==> src/rtl/scs_pkg.sv <==
package scs_pkg;
  typedef enum logic [1:0] {
    ST_IDLE = 2'd0,
    ST_GAP  = 2'd1,
    ST_ACC  = 2'd2
  } seq_state_t;
endpackage

==> src/rtl/scs_timing_sel.sv <==
module scs_timing_sel #(
  parameter int NCS = 4,
  parameter int TW  = 6,
  localparam int CSW = (NCS > 1) ? $clog2(NCS) : 1,
  localparam int CW  = TW + 2
) (
  input  logic [NCS*TW-1:0] cfg_setup,
  input  logic [NCS*TW-1:0] cfg_pulse,
  input  logic [NCS*TW-1:0] cfg_cycle,
  input  logic [NCS-1:0]    cfg_nwe_mode,
  input  logic [CSW-1:0]    sel_cs,
  input  logic              sel_write,
  output logic [TW-1:0]     setup_o,
  output logic [TW:0]       strobe_end,
  output logic [CW-1:0]     last_cnt,
  output logic [NCS-1:0]    cfg_err
);
  logic [TW-1:0] setup_a [NCS];
  logic [TW-1:0] pulse_a [NCS];
  logic [TW-1:0] cycle_a [NCS];

  for (genvar g = 0; g < NCS; g++) begin : g_cs
    logic [TW-1:0] raw_pulse;
    assign raw_pulse  = cfg_pulse[g*TW +: TW];
    assign setup_a[g] = cfg_setup[g*TW +: TW];
    assign cycle_a[g] = cfg_cycle[g*TW +: TW];
    // zero pulse is illegal: flag and clamp to one cycle
    assign cfg_err[g] = (raw_pulse == '0);
    assign pulse_a[g] = (raw_pulse == '0) ? TW'(1) : raw_pulse;
  end

  logic          hold_min;
  logic [CW-1:0] min_total;
  logic [CW-1:0] cyc_len;
  logic [CW-1:0] total;

  always_comb begin
    setup_o    = setup_a[sel_cs];
    strobe_end = {1'b0, setup_o} + {1'b0, pulse_a[sel_cs]};
    hold_min   = sel_write & cfg_nwe_mode[sel_cs];
    min_total  = {1'b0, strobe_end} + CW'(hold_min);
    cyc_len    = CW'(cycle_a[sel_cs]);
    total      = (cyc_len > min_total) ? cyc_len : min_total;
    last_cnt   = total - CW'(1);
  end
endmodule

==> src/rtl/scs_strobe_dec.sv <==
module scs_strobe_dec #(
  parameter int NCS = 4,
  parameter int TW  = 6,
  localparam int CSW = (NCS > 1) ? $clog2(NCS) : 1,
  localparam int CW  = TW + 2
) (
  input  logic           active,
  input  logic [CW-1:0]  cnt,
  input  logic [TW-1:0]  setup,
  input  logic [TW:0]    strobe_end,
  input  logic [CSW-1:0] cs,
  input  logic           write,
  output logic [NCS-1:0] ncs,
  output logic           nrd,
  output logic           nwe,
  output logic           doe
);
  logic strobe_on;

  assign strobe_on = active && (cnt >= CW'(setup)) && (cnt < CW'(strobe_end));

  for (genvar g = 0; g < NCS; g++) begin : g_ncs
    assign ncs[g] = !(active && (cs == CSW'(g)));
  end

  assign nrd = !(strobe_on && !write);
  assign nwe = !(strobe_on && write);
  assign doe = active && write;
endmodule

==> src/rtl/sram_cycle_seq.sv <==
module sram_cycle_seq #(
  parameter int NCS = 4,
  parameter int AW  = 16,
  parameter int DW  = 8,
  parameter int TW  = 6,
  localparam int CSW = (NCS > 1) ? $clog2(NCS) : 1,
  localparam int CW  = TW + 2
) (
  input  logic              clk,
  input  logic              rst_n,
  input  logic              req_valid,
  output logic              req_ready,
  input  logic [CSW-1:0]    req_cs,
  input  logic              req_write,
  input  logic [AW-1:0]     req_addr,
  input  logic [DW-1:0]     req_wdata,
  output logic              rd_valid,
  output logic [DW-1:0]     rd_data,
  input  logic [NCS*TW-1:0] cfg_setup,
  input  logic [NCS*TW-1:0] cfg_pulse,
  input  logic [NCS*TW-1:0] cfg_cycle,
  input  logic [NCS-1:0]    cfg_nwe_mode,
  output logic [NCS-1:0]    cfg_err,
  output logic [AW-1:0]     mem_addr,
  output logic [DW-1:0]     mem_dout,
  output logic              mem_doe,
  input  logic [DW-1:0]     mem_din,
  output logic [NCS-1:0]    mem_ncs,
  output logic              mem_nrd,
  output logic              mem_nwe
);
  import scs_pkg::*;

  seq_state_t     state;
  logic [CW-1:0]  cnt;
  logic [CSW-1:0] cur_cs;
  logic           cur_write;
  logic [AW-1:0]  cur_addr;
  logic [DW-1:0]  cur_wdata;

  logic [TW-1:0]  setup_sel;
  logic [TW:0]    strobe_end;
  logic [CW-1:0]  last_cnt;
  logic           last_acc;
  logic           accept;
  logic           nrd_rise;

  scs_timing_sel #(.NCS(NCS), .TW(TW)) u_tsel (
    .cfg_setup    (cfg_setup),
    .cfg_pulse    (cfg_pulse),
    .cfg_cycle    (cfg_cycle),
    .cfg_nwe_mode (cfg_nwe_mode),
    .sel_cs       (cur_cs),
    .sel_write    (cur_write),
    .setup_o      (setup_sel),
    .strobe_end   (strobe_end),
    .last_cnt     (last_cnt),
    .cfg_err      (cfg_err)
  );

  scs_strobe_dec #(.NCS(NCS), .TW(TW)) u_dec (
    .active     (state == ST_ACC),
    .cnt        (cnt),
    .setup      (setup_sel),
    .strobe_end (strobe_end),
    .cs         (cur_cs),
    .write      (cur_write),
    .ncs        (mem_ncs),
    .nrd        (mem_nrd),
    .nwe        (mem_nwe),
    .doe        (mem_doe)
  );

  assign last_acc  = (state == ST_ACC) && (cnt == last_cnt);
  assign req_ready = (state == ST_IDLE) || last_acc;
  assign accept    = req_valid && req_ready;
  // final strobe cycle of a read: the next edge raises the read strobe
  assign nrd_rise  = (state == ST_ACC) && !cur_write &&
                     ((cnt + CW'(1)) == CW'(strobe_end));

  assign mem_addr = cur_addr;
  assign mem_dout = cur_wdata;

  always_ff @(posedge clk or negedge rst_n) begin
    if (!rst_n) begin
      state <= ST_IDLE;
      cnt   <= '0;
    end else begin
      unique case (state)
        ST_IDLE: if (accept) begin
          state <= ST_ACC;
          cnt   <= '0;
        end
        ST_ACC: begin
          if (last_acc) begin
            cnt <= '0;
            if (!accept)             state <= ST_IDLE;
            else if (req_cs != cur_cs) state <= ST_GAP;
            else                     state <= ST_ACC;
          end else begin
            cnt <= cnt + CW'(1);
          end
        end
        ST_GAP: begin
          state <= ST_ACC;
          cnt   <= '0;
        end
        default: state <= ST_IDLE;
      endcase
    end
  end

  always_ff @(posedge clk or negedge rst_n) begin
    if (!rst_n) begin
      cur_cs    <= '0;
      cur_write <= 1'b0;
      cur_addr  <= '0;
      cur_wdata <= '0;
    end else if (accept) begin
      cur_cs    <= req_cs;
      cur_write <= req_write;
      cur_addr  <= req_addr;
      cur_wdata <= req_wdata;
    end
  end

  always_ff @(posedge clk or negedge rst_n) begin
    if (!rst_n) begin
      rd_valid <= 1'b0;
      rd_data  <= '0;
    end else begin
      rd_valid <= nrd_rise;
      if (nrd_rise) rd_data <= mem_din;
    end
  end
endmodule

==> config.mk <==
export PLATFORM = sky130hd
export DESIGN_NAME = sram_cycle_seq
export DESIGN_NICKNAME = d
export VERILOG_FILES = /design/src/rtl/scs_pkg.sv /design/src/rtl/scs_timing_sel.sv /design/src/rtl/scs_strobe_dec.sv /design/src/rtl/sram_cycle_seq.sv
export SDC_FILE = /design/constraint.sdc
export NUM_CORES = 1
export LEC_CHECK = 0
export BUFFER_PORTS_ARGS = -buffer_cell sky130_fd_sc_hd__buf_2
export CAP_MARGIN = 20
export CORE_ASPECT_RATIO = 1.25
export CORE_MARGIN = 4
export CORE_UTILIZATION = 51
export DETAILED_ROUTE_END_ITERATION = 6
export HOLD_SLACK_MARGIN = 0.03
export PLACE_DENSITY_LB_ADDON = 0.2
export SETUP_SLACK_MARGIN = 0.1
export SLEW_MARGIN = 40
export SYNTH_ARGS = -nofsm -noshare
export SYNTH_HDL_FRONTEND = slang
export SYNTH_SLANG_ARGS = --single-unit
==> constraint.sdc <==
create_clock -name clk -period 7.88 [get_ports clk]
set_clock_uncertainty 0.1 [all_clocks]
set_input_delay 0.788 -clock clk [delete_from_list [all_inputs] [get_ports clk]]
set_output_delay 0.788 -clock clk [all_outputs]
set_load 0.02 [all_outputs]
Word level (Yosys, flattened, before mapping)
Cells that the tools add are included.

word-level totals
  latch bits = 0
  bits in writable memories = 0
  input bits = 114
  register bits after elaboration = 46
  memories kept = 0
  output and inout port bits = 45
  ROM bits = 0

operators by class
  shift operators = 0
  bitwise gates (word level) = 2
  mux-type cells = 24
  add/subtract/negate cells = 4
  multiply operators = 0
  magnitude comparators = 5
  equal/unequal tests = 10
  reduce and logical (&&, ||, !) cells = 30
  div/mod/pow operators = 0

operators with widths
  kind                 count
  $mux 6               10
  $bmux 6 s2           3
  $logic_not 6->1      4
  $mux 8               3
  $pmux 8 s3           1
  $logic_and 1x1->1    13
  $add 7x1->8          1
  $add 8x1->8 const B  1
  $eq 8x7->1           1
  $eq 8x8->1           1
  $ge 8x6->1           1
  $gt 6x8->1           1
  $lt 8x7->1           1
  $mux 2               4
  $sub 8x1->8 const B  1
  $add 6x6->7          1
  $logic_not 1->1      7
  $eq 2x2->1 const B   3
  $pmux 2 s3           1
  $eq 2x1->1 const B   2
  $logic_not 2->1      2
  $ne 2x2->1 const B   2
  $reduce_and 2->1     2
  $ge 3x3->1 const B   1
  8 further kinds      8

Depth between registers and ports, before layout
Gate-level depths: netlist of the first run.

  word-level depth = 17
  depth in mapped cells = 29
  depth with buffers taken out = 27

Cells and area by module
A second synthesis of the first run with hierarchy kept.

unflattened totals
  cells, all modules = 359
  area total of the unflattened synthesis = 3966.3 µm²

modules (own cells, without submodules)
  module          area an instance (µm²)  sequential area each (µm²)  times used  cells each
  sram_cycle_seq  2182.1                  1151.1                      1           165
  scs_timing_sel  1420.1                  0.0                         1           144
  scs_strobe_dec  364.1                   0.0                         1           50

Worst setup path after synthesis of the first run
OpenSTA, ideal clock, no wires.

  path type = input to output
  start point = input port cfg_pulse[21]
  end point = output port req_ready
  required time = 6.992 ns
  arrival time = 6.964 ns
  stages = 27
  slack = 0.028 ns
  path buffers = 2
  cell sequence = or4_1 -> nor3_1 -> or3b_2 -> o311ai_0 -> o21ai_0 -> ha_1 -> fa_1 -> ha_1 -> xnor2_1 -> inv_1 -> ha_1 -> o21ai_0 -> a21oi_1 -> o311ai_0 -> a211oi_1 -> mux2_2 -> nor2_2 -> a21oi_1 -> ha_1 -> nor3_1 -> a2111oi_0 -> mux2_2 -> a222oi_1 -> buf_4 -> and2_1 -> buf_2 -> o21a_1

between the ends
  cells in the longest elaborated chain, start to end = 13

RTL lines
  item                                            RTL line              text
  start, declared                                 sram_cycle_seq.sv:20  input logic [NCS*TW-1:0] cfg_pulse,
  $logic_not 6->1 (*)                             --
  net cfg_err[3]                                  sram_cycle_seq.sv:23  output logic [NCS-1:0] cfg_err,
  $mux 6 (*)                                      scs_timing_sel.sv:29  assign pulse_a[g] = (raw_pulse == '0) ? TW'(1) : raw_pulse;
  $bmux 6 s2 (*)                                  scs_timing_sel.sv:39  strobe_end = {1'b0, setup_o} + {1'b0, pulse_a[sel_cs]};
  $mux 6 (implied by the code) (*) (2 in series)  scs_timing_sel.sv:39
  $add 6x6->7 (*)                                 scs_timing_sel.sv:39
  $add 7x1->8 (*)                                 scs_timing_sel.sv:41  min_total = {1'b0, strobe_end} + CW'(hold_min);
  $gt 6x8->1                                      scs_timing_sel.sv:43  total = (cyc_len > min_total) ? cyc_len : min_total;
  $mux 8 (*)                                      scs_timing_sel.sv:43
  $sub 8x1->8 (*)                                 scs_timing_sel.sv:44  last_cnt = total - CW'(1);
  $eq 8x8->1 (*)                                  sram_cycle_seq.sv:74  assign last_acc = (state == ST_ACC) && (cnt == last_cnt);
  $logic_and 1x1->1 (*)                           sram_cycle_seq.sv:74
  $logic_or 1x1->1 (*)                            sram_cycle_seq.sv:75  assign req_ready = (state == ST_IDLE) || last_acc;
  end, declared                                   sram_cycle_seq.sv:12  output logic req_ready,

The timed path passes the listed nets; every way through them passes the cells marked *. The select of a mux whose other input is x is not followed.

Final worst setup path of the first run
  start point = input port cfg_pulse[21]
  end point = output port req_ready

between the ends
  cells in the longest elaborated chain, start to end = 13

RTL lines
  item                                            RTL line
  $logic_not 6->1                                 scs_timing_sel.sv:29
  $mux 6 (*)                                      scs_timing_sel.sv:29
  $bmux 6 s2 (*)                                  scs_timing_sel.sv:39
  $mux 6 (implied by the code) (*) (2 in series)  scs_timing_sel.sv:39
  $add 6x6->7 (*)                                 scs_timing_sel.sv:39
  $add 7x1->8 (*)                                 scs_timing_sel.sv:41
  $gt 6x8->1                                      scs_timing_sel.sv:43
  $mux 8 (*)                                      scs_timing_sel.sv:43
  $sub 8x1->8 (*)                                 scs_timing_sel.sv:44
  $eq 8x8->1 (*)                                  sram_cycle_seq.sv:74
  $logic_and 1x1->1 (*)                           sram_cycle_seq.sv:74
  $logic_or 1x1->1 (*)                            sram_cycle_seq.sv:75

Every way passes the cells marked *; elsewhere a longest branch is shown, timed or not. The select of a mux whose other input is x is not followed.

==> flow_metrics.py, run 1 <==
metrics = {
    "clock_network": {
        "insertion_delay_ns": 0.30,
        "cts_buffers": 5,
        "cts.reportedPaths.clkPinSlew_ns": 0.08,
        "cts.sinks": 46,
        "cts_htree_levels": 2,
        "cts_tree": "yes",
        "cts_max_path_bufs": 2,
        "cts-root-buf": "clkbuf_8",
        "hold_buffers": 0,
    },
    "routing": {
        "top_layer_used": "met4",
        "detail_route.iter0.violations": 278,
        "met2_length_um": 6325,
        "final_ant_viol_nets": 0,
        "met1_wire_length_um": 4594,
        "detail_route.vias_per_cell": 5.972,
        "drc_errors": 0,
        "drt_first_pass_iters": 6,
        "avgRoutedWirePerCell_um": 17.99,
        "dr_total_vias": 3983,
        "wl_um": 12000,
        "detailroute.wirelength.met3_um": 802,
    },
    "synth": {
        "syn_inst": 413,
        "part_of_the_yosys_area_used_for_sequential_elements_pct": 27.24,
        "postSynthRegisterBits": 46,
        "synth.largest_area_cell": "dfrtp_1",
        "area_share_of_the_largest_cell_type_after_synthesis_pct": 27.24,
        "synth-async-reset-ratio_pct": 100.0,
        "synth_top_cells_by_area": "dfrtp_1 (27%), mux4_2 (9.6%), ha_1 (8.3%)",
        "postSynth.topFlopCell": "dfrtp_1",
        "synth-warning-count": 0,
        "yosysUniqueCellTypes": 65,
        "synthTopCellsByCount": "dfrtp_1 (46), ha_1 (28), nand2_1 (26)",
        "mapped_avg_cell_area_um2": 10.23,
        "mappedNetlistArea_mm2": 0.004227,
        "postSynthNetCount": 556,
        "post-synth-top-count-cell": "dfrtp_1",
        "synth-edff-count": 0,
    },
    "grt": {
        "antenna_violations_before_repair": 0,
        "grt_usage_pct": 24.39,
        "grt_pass1_wl_um": 18950,
        "via_count_of_the_first_global_routing_pass": 4105,
        "grt_max_degree": 47,
        "global_route.overflow_total": 0,
    },
    "sta": {
        "setup-violations-final": 0,
        "maxSlewViolCount": 0,
        "worstMarginPinSlew_ns": 0.6301,
        "finalSetupTns_ns": 0,
        "timing_hold_violations_final": 0,
        "grt_setup_unrepaired": "false",
        "achievable-frequency_mhz": 131.9,
        "final_period_demand_of_the_worst_path_ns": 7.582,
        "finalCritPeriodShare_pct": 96.21,
        "maxSlewHeadroom_pct": 57.99,
    },
    "setup_path": {
        "crit_path_top_delay_cell": "or4_1",
        "critPathMaxFanout": 8,
        "worst_path_largest_cell_delay_ns": 0.55,
        "startpoint_type": "input port",
        "r2r_setup_slack_ns": 0.94,
        "worst_ep_arrival_time_ns": 6.69,
        "path_class": "in -> out",
        "worst-endpoint-required_ns": 6.99,
        "timing.critical_path.to_type": "output pin",
    },
    "floorplanning": {
        "core-area_mm2": 0.007928,
        "die_width_um": 89.43,
        "floorplan.die.height_um": 109.8,
        "std_cell_rows": 36,
        "io_pins": 159,
        "starting_density_of_the_core_pct": 53.31,
        "floorplan.die_area_mm2": 0.009817,
    },
    "placed_design": {
        "hpwl_um": 9586,
        "numPortBuffers": 158,
        "place.gp.congestion": 0.9361,
    },
    "worst_hold_path": {
        "timing.hold.worst.class": "in -> async",
    },
    "run": {
        "max_cap_violations": 0,
    },
    "finish": {
        "antenna-diode-count": 0,
        "drive_gt1_share_pct": 45.98,
        "finalNetCount": 714,
        "syn_to_layout_area_delta_pct": 26.50,
        "final_core_util_pct": 67.44,
    },
    "run_status": {
        "outcome": "finished, final reports clean",
    },
}
-- path summary, 6_finish.rpt --
path                                         from                       to  cells past startpoint
max in group asynchronous                   rst_n    cur_cs[0]$_DFFE_PN0P_                      1
hold / removal                              rst_n  mem_addr[1]$_DFFE_PN0P_                      1
hold reg to reg            rd_data[3]$_DFFE_PN0P_   rd_data[3]$_DFFE_PN0P_                      1
min in group clk           rd_data[3]$_DFFE_PN0P_   rd_data[3]$_DFFE_PN0P_                      1
setup reg to reg            cur_cs[1]$_DFFE_PN0P_  mem_dout[1]$_DFFE_PN0P_                     27
setup / recovery                    cfg_pulse[21]                req_ready                     27
-- layer usage --
metal	up-vias	global-route usage, %
li1	1865	-
met5	-	0
met4	0	6.383
met3	30	4.948
met1	1922	29.16
met2	166	43.94
-- repair_timing --
item / CTS / global route
setup buffers: 0 / 1
pin swaps: 0 / 4
setup endpoints to repair: 1 / 1
gates resized for setup: 1 / 17
-- flip-flops by register name, summed over array words and instances (netlist names) --
signal,cells
rd_valid,1
rd_data,8
mem_dout,8
cur_write,1
cur_cs,2
cnt,8
mem_addr,16
state,2
-- stage by stage --
step / hold WS [ns] / area (um^2) / setup slack, ns / instances
after floorplan: 0.3924 / 4232 / 0.1261 / 413
after global placement: 0.3849 / 5134 / 0.3510 / 658
after detailed placement: 0.3864 / 5145 / 0.06938 / 658
after CTS: 0.3932 / 5255 / 0.1625 / 666
after global routing: 0.4180 / 5346 / 0.04290 / 667
final: 0.3752 / 5346 / 0.2984 / 667
-- cell families after synthesis --
kind of cell | Yosys count | share of synthesized area (%)
AND/OR/NAND/NOR | 128 | 16.49
AO/OA/AOI/OAI | 85 | 15.22
multiplexers | 59 | 22.26
flip-flops | 46 | 27.23
buffers and inverters | 37 | 4.026
XOR/XNOR | 29 | 6.009
adder cells (fa/ha/maj) | 29 | 8.763
-- area by class of cell --
cell class	instances	area, um^2
Clock inverter	2	37.54
Multi-Input combinational cell	330	3002
Inverter	18	67.56
Sequential cell	46	1152
Fill cell	632	2581
Clock buffer	6	72.57
Timing Repair Buffer	170	895.9
Tap cell	95	118.9
-- worst max-delay path: cells and delay by family --
family | cells | cell delay [ns]
buf+inv | 3 | 0.40
xor+xnor | 1 | 0.21
fa+ha+maj | 5 | 1.53
mux | 3 | 0.75
simple gates | 7 | 1.44
compound gates | 8 | 1.59
-- layout by cell type, fill, tap and decap left out, types with 5 or more instances in the layout --
| cell type | count |
|---|---|
| a211o_1 | 6 |
| a211oi_1 | 5 |
| a21o_1 | 6 |
| a21oi_1 | 13 |
| buf_2 | 157 |
| buf_4 | 12 |
| clkbuf_8 | 5 |
| dfrtp_1 | 45 |
| ha_1 | 26 |
| inv_1 | 17 |
| mux2_2 | 16 |
| mux2_4 | 21 |
| mux4_2 | 18 |
| nand2_1 | 26 |
| nand2b_1 | 7 |
| nand3_1 | 10 |
| nor2_1 | 25 |
| nor2b_1 | 8 |
| nor3_1 | 6 |
| o21ai_0 | 20 |
| or3_1 | 7 |
| or4_1 | 6 |
| xnor2_1 | 17 |
| xor2_1 | 9 |
Power of run 1 is not shown: default switching activity piles up to over one toggle a cycle in this logic, so the estimate is an artifact.
==> inputs of run 2 (changes only) <==
CORE_UTILIZATION = 52   (was 51)
CTS_BUF_LIST = sky130_fd_sc_hd__clkbuf_2 sky130_fd_sc_hd__clkbuf_4 sky130_fd_sc_hd__clkbuf_8   (was not set)
==> run 2 against run 1 <==
Against the previous run: worst setup slack worse by 0.028 ns; register-to-register slack better by 0.13 ns; core utilization up 0.81 points; sequential cell count unchanged; die area down 1.8%; design area about the same; count of clock-buffer cells in the layout down 1; first-iteration DRC count down 19%.
==> flow_metrics.py, run 2 (synthesis gave the netlist of run 1 again) <==
metrics = {
    "grt": {
        "grt_max_degree": 47,
        "via_count_of_the_first_global_routing_pass": 4074,
        "global_route.overflow_total": 0,
        "grt_pass1_wl_um": 18530,
        "grt_usage_pct": 24.06,
        "antenna_violations_before_repair": 0,
    },
    "run": {
        "max_cap_violations": 0,
    },
    "finish": {
        "drive_gt1_share_pct": 46.69,
        "commonest_cells_after_routing_fill_and_taps_aside": "buf_2 (157), dfrtp_1 (45), nand2_1 (26), ha_1 (26), nor2_1 (25)",
        "number_of_flip_flops_in_the_largest_register": 16,
        "syn_to_layout_area_delta_pct": 26.55,
        "layout.cells.most_common": "buf_2",
        "finalNetCount": 716,
        "antenna-diode-count": 0,
    },
    "setup_path": {
        "worst_ep_arrival_time_ns": 6.72,
        "r2r-end": "mem_dout[2]$_DFFE_PN0P_",
        "r2r_setup_slack_ns": 1.07,
        "path_class": "in -> out",
        "reg2reg_start": "cur_cs[0]$_DFFE_PN0P_",
        "end_point_of_the_critical_path": "req_ready",
        "cp-startpoint": "cfg_pulse[21]",
        "number_of_cell_instances_on_the_worst_register_to_register_path": 23,
        "worst-endpoint-required_ns": 6.99,
        "critPathMaxFanout": 8,
        "startpoint_type": "input port",
        "timing.critical_path.to_type": "output pin",
    },
    "floorplanning": {
        "die_width_um": 88.64,
        "std_cell_rows": 36,
        "floorplan.die_area_mm2": 0.009643,
        "core-area_mm2": 0.007838,
        "floorplan.die.height_um": 108.8,
        "io_pins": 159,
        "starting_density_of_the_core_pct": 53.93,
    },
    "worst_hold_path": {
        "timing.hold.worst.class": "in -> async",
    },
    "sta": {
        "maxSlewHeadroom_pct": 57.15,
        "final_period_demand_of_the_worst_path_ns": 7.610,
        "maxSlewViolCount": 0,
        "setup-violations-final": 0,
        "timing.hold.ws_ns": 0.3641,
        "achievable-frequency_mhz": 131.4,
        "finalCritPeriodShare_pct": 96.57,
        "timing_hold_violations_final": 0,
        "worstMarginPinSlew_ns": 0.6428,
    },
    "placed_design": {
        "numPortBuffers": 158,
        "place.gp.congestion": 0.9889,
        "hpwl_um": 9526,
    },
    "clock_network": {
        "cts.sinks": 46,
        "cts_tree": "yes",
        "hold_buffers": 0,
        "cts_buffers": 5,
        "cts_max_path_bufs": 2,
        "cts.reportedPaths.clkPinSlew_ns": 0.09,
        "insertion_delay_ns": 0.30,
        "cts_htree_levels": 2,
        "cts-root-buf": "clkbuf_8",
    },
    "routing": {
        "drc_errors": 0,
        "detail_route.iter0.violations": 224,
        "detail_route.vias_per_cell": 5.870,
        "met2_length_um": 6137,
        "met1_wire_length_um": 4685,
        "final_ant_viol_nets": 0,
        "detailroute.wirelength.met3_um": 705,
        "drt_first_pass_iters": 4,
        "top_layer_used": "met4",
        "avgRoutedWirePerCell_um": 17.76,
        "wl_um": 11880,
        "dr_total_vias": 3927,
    },
    "run_status": {
        "outcome": "finished, final reports clean",
    },
}
[run 2: worst min-delay path by stage]
stage                                         from                        to  slack [ns]
final                                        rst_n    rd_data[0]$_DFFE_PN0P_        0.36
after global routing                         rst_n    rd_data[0]$_DFFE_PN0P_        0.40
after CTS                                    rst_n    rd_data[0]$_DFFE_PN0P_        0.38
after detailed placement  mem_addr[12]$_DFFE_PN0P_  mem_addr[12]$_DFFE_PN0P_        0.39
after global placement     mem_dout[1]$_DFFE_PN0P_   mem_dout[1]$_DFFE_PN0P_        0.38
after floorplan                              rst_n        cnt[0]$_DFFE_PN0P_        0.39
[run 2: final cells by class]
type | count | area (um^2)
Multi-Input combinational cell | 330 | 3007
Fill cell | 648 | 2489
Sequential cell | 46 | 1152
Timing Repair Buffer | 172 | 910.9
Tap cell | 95 | 118.9
Clock buffer | 5 | 68.82
Inverter | 18 | 67.56
Clock inverter | 3 | 23.77
[run 2: timing repair]
| item | CTS | global route |
|---|---|---|
| pin swaps | 0 | 5 |
| endpoints found under the setup margin | 1 | 1 |
| gates resized for setup | 2 | 18 |
| buffers inserted | 0 | 2 |
[run 2: worst max-delay path, cell delays in order]
cell and delay (ns):
buf_2 0.10, or4_1 0.54, nor3_2 0.14, or3b_2 0.14
o311ai_0 0.11, o21ai_0 0.11, ha_1 0.21, fa_1 0.44
ha_2 0.25, xnor2_2 0.20, inv_1 0.14, ha_1 0.32
o21ai_0 0.16, a21oi_1 0.09, o311ai_2 0.39, nor2_1 0.11
mux2_2 0.35, nor2_4 0.19, mux2i_1 0.29, ha_2 0.34
nor3_2 0.08, a2111oi_2 0.37, mux2_2 0.22, a222oi_1 0.10
and2_1 0.21, o21a_1 0.17, buf_2 0.16
[run 2: stage by stage]
stage / cell area (um^2) / setup WS [ns] / TNS [ns] / utilization [%] / cells
after floorplan: 4232 / 0.1261 / 0 / - / 413
after global placement: 5141 / 0.1573 / 0 / 65.60 / 659
after detailed placement: 5152 / -0.07341 / -0.07341 / 65.74 / 659
after CTS: 5253 / 0.1378 / 0 / 67.02 / 667
after global routing: 5349 / -0.03143 / -0.03143 / 68.25 / 669
final: 5349 / 0.2704 / 0 / 68.25 / 669
[run 2: per-layer routing]
metal | track usage [%] | up-vias
li1 | - | 1865
met4 | 10.69 | 0
met5 | 0 | -
met1 | 29.60 | 1871
met3 | 3.779 | 34
met2 | 41.03 | 157
Power of run 2 is left out for the same reason.
